===== src/rtl/wdog_pkg.sv =====
package wdog_pkg;

  // What the period counter does on the next edge
  typedef enum logic [1:0] {
    CA_HOLD  = 2'd0,
    CA_STEP  = 2'd1,
    CA_WRAP  = 2'd2,
    CA_CLEAR = 2'd3
  } cnt_act_e;

  // Priority: clear (service / low power) beats everything, then a stopped
  // counter holds, then a counter at its top value wraps, else it steps.
  function automatic cnt_act_e next_action(input logic run, input logic clr,
                                           input logic at_top);
    if (clr)         return CA_CLEAR;
    else if (!run)   return CA_HOLD;
    else if (at_top) return CA_WRAP;
    else             return CA_STEP;
  endfunction

  // Second-stage decision: a wrap with the warning already pending
  function automatic logic escalate(input logic wrap, input logic warned);
    return wrap & warned;
  endfunction

endpackage


===== src/rtl/wdog_counter.sv =====
module wdog_counter
  import wdog_pkg::*;
#(
  parameter int CNT_W = 16
) (
  input  logic clk,
  input  logic rst_n,
  input  logic run_i,
  input  logic clr_i,
  output logic term_o
);

  localparam logic [CNT_W-1:0] TOP_VAL = {CNT_W{1'b1}};

  logic [CNT_W-1:0] cnt_q;
  logic             at_top;
  cnt_act_e         act;

  assign at_top = (cnt_q == TOP_VAL);
  assign act    = next_action(run_i, clr_i, at_top);

  always_ff @(posedge clk or negedge rst_n) begin
    if (!rst_n) begin
      cnt_q <= '0;
    end else begin
      case (act)
        CA_CLEAR, CA_WRAP: cnt_q <= '0;
        CA_STEP:           cnt_q <= cnt_q + 1'b1;
        default:           cnt_q <= cnt_q;
      endcase
    end
  end

  assign term_o = (act == CA_WRAP);

endmodule


===== src/rtl/wdog_guard.sv =====
module wdog_guard (
  input  logic clk,
  input  logic rst_n,
  input  logic dis_i,
  input  logic svc_i,
  output logic en_o,
  output logic fire_o
);

  logic arm_q;
  logic en_q;

  // The disable only completes when the edge right after the disable strobe
  // carries a lone service strobe.
  assign fire_o = arm_q & svc_i & ~dis_i & en_q;

  always_ff @(posedge clk or negedge rst_n) begin
    if (!rst_n) begin
      arm_q <= 1'b0;
      en_q  <= 1'b1;
    end else begin
      arm_q <= dis_i & en_q;
      if (fire_o) en_q <= 1'b0;
    end
  end

  assign en_o = en_q;

endmodule


===== src/rtl/wdog_stages.sv =====
module wdog_stages
  import wdog_pkg::*;
(
  input  logic clk,
  input  logic rst_n,
  input  logic term_i,
  input  logic clr_i,
  output logic warn_o,
  output logic req_o
);

  logic warn_q;
  logic req_q;

  always_ff @(posedge clk or negedge rst_n) begin
    if (!rst_n) begin
      warn_q <= 1'b0;
      req_q  <= 1'b0;
    end else begin
      req_q <= escalate(term_i, warn_q) & ~clr_i;
      if (clr_i)       warn_q <= 1'b0;
      else if (term_i) warn_q <= 1'b1;
    end
  end

  assign warn_o = warn_q;
  assign req_o  = req_q;

endmodule


===== src/rtl/wdog_twostage.sv =====
module wdog_twostage #(
  parameter int CNT_W = 16
) (
  input  logic clk,
  input  logic rst_n,
  input  logic svc_i,
  input  logic dis_i,
  input  logic lp_enter_i,
  output logic warn_o,
  output logic en_o,
  output logic rst_req_o
);

  logic cnt_clr;
  logic term_hit;
  logic dis_fire;
  logic en_w;

  assign cnt_clr = svc_i | lp_enter_i;

  wdog_guard u_guard (
    .clk    (clk),
    .rst_n  (rst_n),
    .dis_i  (dis_i),
    .svc_i  (svc_i),
    .en_o   (en_w),
    .fire_o (dis_fire)
  );

  wdog_counter #(.CNT_W(CNT_W)) u_cnt (
    .clk    (clk),
    .rst_n  (rst_n),
    .run_i  (en_w),
    .clr_i  (cnt_clr),
    .term_o (term_hit)
  );

  wdog_stages u_stg (
    .clk    (clk),
    .rst_n  (rst_n),
    .term_i (term_hit),
    .clr_i  (cnt_clr),
    .warn_o (warn_o),
    .req_o  (rst_req_o)
  );

  assign en_o = en_w;

endmodule


===== config.mk =====
export PLATFORM = sky130hd
export DESIGN_NAME = wdog_twostage
export DESIGN_NICKNAME = d
export VERILOG_FILES = /design/src/rtl/wdog_pkg.sv /design/src/rtl/wdog_counter.sv /design/src/rtl/wdog_guard.sv /design/src/rtl/wdog_stages.sv /design/src/rtl/wdog_twostage.sv
export SDC_FILE = /design/constraint.sdc
export NUM_CORES = 1
export LEC_CHECK = 0
export BUFFER_PORTS_ARGS = -buffer_cell sky130_fd_sc_hd__buf_4
export CELL_PAD_IN_SITES_DETAIL_PLACEMENT = 1
export CELL_PAD_IN_SITES_GLOBAL_PLACEMENT = 2
export CORE_ASPECT_RATIO = 0.7
export CORE_UTILIZATION = 39
export DETAILED_ROUTE_END_ITERATION = 7
export PLACE_DENSITY = 0.9
export REMOVE_ABC_BUFFERS = 1
export SLEW_MARGIN = 20
export SYNTH_ARGS = -nofsm -noshare
export SYNTH_HDL_FRONTEND = slang
export SYNTH_SLANG_ARGS = --single-unit
export TNS_END_PERCENT = 50

===== constraint.sdc =====
create_clock -name clk -period 3.74 [get_ports clk]
set_input_delay 0.187 -clock clk [delete_from_list [all_inputs] [get_ports clk]]
set_output_delay 0.187 -clock clk [all_outputs]
set_load 0.01 [all_outputs]

==> impl_metrics.toml <==
[run_status]
status = "finished, final reports clean"

[die]
io_pins = 8
die_h_microns = 44.3
num_rows = 14
die-area_sq_um = 2770
core_sq_um = 2280
dieWidth_microns = 62.5
initial_core_util_pct = 43.8

[layout]
diodes = 0
drive_gt1_share_pct = 14.8
layout_commonest_cell = "dfrtp_1"
area_delta_synth_final_pct = 10.7
nNetsFinal = 115
layout_common_cells = "19 x dfrtp_1, 12 x nor2_1, 8 x nand2_1, 7 x buf_4"
design_area_sq_um = 1100
finish.utilization_pct = 48.5

[drt]
ant_nets = 0
drt-total-wl_microns = 2300
via_per_inst = 5.56
vias = 778
wl_per_cell_microns = 16.4
drc = 0
drtIter0Drc = 25
dr.pass1.iters = 4

[setup_path]
arrival_ns = 2.15
start_kind = "flop"
endpoint_kind = "flop"
cp.required_ns = 3.91
path_class = "flop to flop"
crit_fanout = 14

[global_route]
grt_pass1_vias = 817
grt_max_degree = 21
overflow = 0
antenna_found_initial = 0
grt_pass1_wl_microns = 4020
grt.total_usage_pct = 19.4

[sta]
relSlewSlack_pct = 50.1
setup_viol = 0
min_period_ns = 1.98
rsz0062_at_grt = "no"
max_freq_ghz = 0.505
period_share_pct = 52.9
slew_violations = 0
tightest_slew_ns = 0.743
fin_skew_ns = 0.00512
fin_tns_setup_ns = 0
hold_viol = 0

[cts]
cts_tree = "yes"
ctsHoldBuffers = 1
cts_resized = 0
cts.sinks = 20
insertion_delay_ns = 0.29
cts_buffers = 3
htreeDepth = 1
root_buffer = "clkbuf_4"
clock_path_buffers = 2
clkTransAtPathRegs_ns = 0.11
post_cts_buffers = 0

[place]
dp_hpwl_microns = 1730
placed_area_sq_um = 1070
place_congestion = 0.763
place.port_buffers = 7

[power]
ir_drop_mv = 0.185
leakage_uw = 0.000441
power_density_nw_per_um2 = 328

[logic_synthesis]
yosysSeqAreaShare_pct = 50.3
synth_cell_types = 35
ys_warn_count = 0
synth_seq_cells = 20
syn_inst = 99
avgSynthCellArea_sq_um = 10.1
synthesis.area_sq_um = 998

[flow_run]
maxCapViolations = 0

[worst_hold_path]
holdCritPathClass = "input pin to flop"
-- metrics by stage --
step / worst slack (ns) / power [uW] / std cells / hold slack [ns]
after global routing: 1.63 / 384 / 140 / 0.0844
after global placement: 1.87 / 262 / 135 / 0.0790
after detailed placement: 1.80 / 264 / 135 / 0.0801
after floorplan: 2.15 / 245 / 96 / -0.109
final: 1.76 / 362 / 140 / 0.0938
after CTS: 1.75 / 368 / 140 / 0.0822
-- per-layer routing --
layer	routed length, microns	vias to the layer above	GRT usage [%]	share of wire (%)
li1	-	375	-	-
met1	1230	394	28.4	54
met2	1010	7	29.6	44
met3	42	2	5.41	1.8
met4	13	0	2.79	0.57
met5	0	-	0	0
-- worst max-delay path, stage by stage, from the launching register on --
cell and delay [ns]:
dfrtp_1 0.47, nand4_2 0.20, nor4_1 0.68, a211o_2 0.41
nor2_1 0.09
-- layout make-up --
class,count,area (sq um)
clock buffer,4,26.3
timing repair buffer,8,62.6
multi-input combinational,72,459
tap,32,40.0
fill,281,1170
sequential,20,502
inverter,4,15.0
-- final timing paths --
check                               start              to  slack, ns  depth (start not counted)
min reg2reg                 u_guard.arm_q    u_guard.en_o       0.45                          1
max in group asynchronous           rst_n    u_guard.en_o       3.17                          2
max                        u_cnt.cnt_q[4]  u_cnt.cnt_q[2]       1.76                          4
min                            lp_enter_i  u_cnt.cnt_q[1]       0.09                          2
min in group asynchronous           rst_n    u_stg.warn_o       0.30                          2
max reg2reg                u_cnt.cnt_q[4]  u_cnt.cnt_q[2]       1.76                          4
-- synth_stat cells --
cell	instances	area (sq um)
nand4bb_1	1	11.3
a31oi_1	1	6.26
nand3_1	5	25.0
nand4_2	1	12.5
dfrtp_1	19	475
buf_4	1	7.51
nor2_1	12	45.0
or4b_4	1	13.8
inv_1	4	15.0
a21oi_1	5	25.0
xnor2_1	4	35.0
o31ai_1	2	15.0
a2bb2oi_1	1	8.76
nor3_1	5	25.0
and3_2	1	7.51
or2_1	1	6.26
and4_1	1	8.76
a21boi_0	1	7.51
buf_6	1	11.3
clkbuf_1	1	3.75
nand2_1	8	30.0
a211o_2	1	10.0
and2_1	1	6.26
o21ai_0	1	5.00
o311a_1	1	10.0
dfstp_2	1	26.3
o41ai_1	2	17.5
xor2_1	5	43.8
or3_1	2	12.5
ha_1	1	12.5
a21oi_2	1	8.76
nor4_1	2	12.5
nand4_1	2	12.5
or4_1	2	15.0
or4b_1	1	10.0
-- registers in the layout (all words and copies together), names as in the netlist --
signal         flops
u_cnt.cnt_q       16
u_stg.warn_o       1
u_stg.req_o        1
u_guard.arm_q      1
u_guard.en_o       1
-- power by group --
group	switching, uW	internal, uW
combinational	19.5	11.2
clock	60.6	41.5
sequential	7.21	222
total	87.3	275
-- cell families after synthesis --
kind of cell / count (synthesis) / share of synthesized area (%)
buffers and inverters: 7 / 3.76
XOR/XNOR: 9 / 7.89
adder cells (fa/ha/maj): 1 / 1.25
AND/OR/NAND/NOR: 46 / 25.4
AO/OA/AOI/OAI: 16 / 11.4
flip-flops: 20 / 50.3
(Power assumes the default switching activity.)
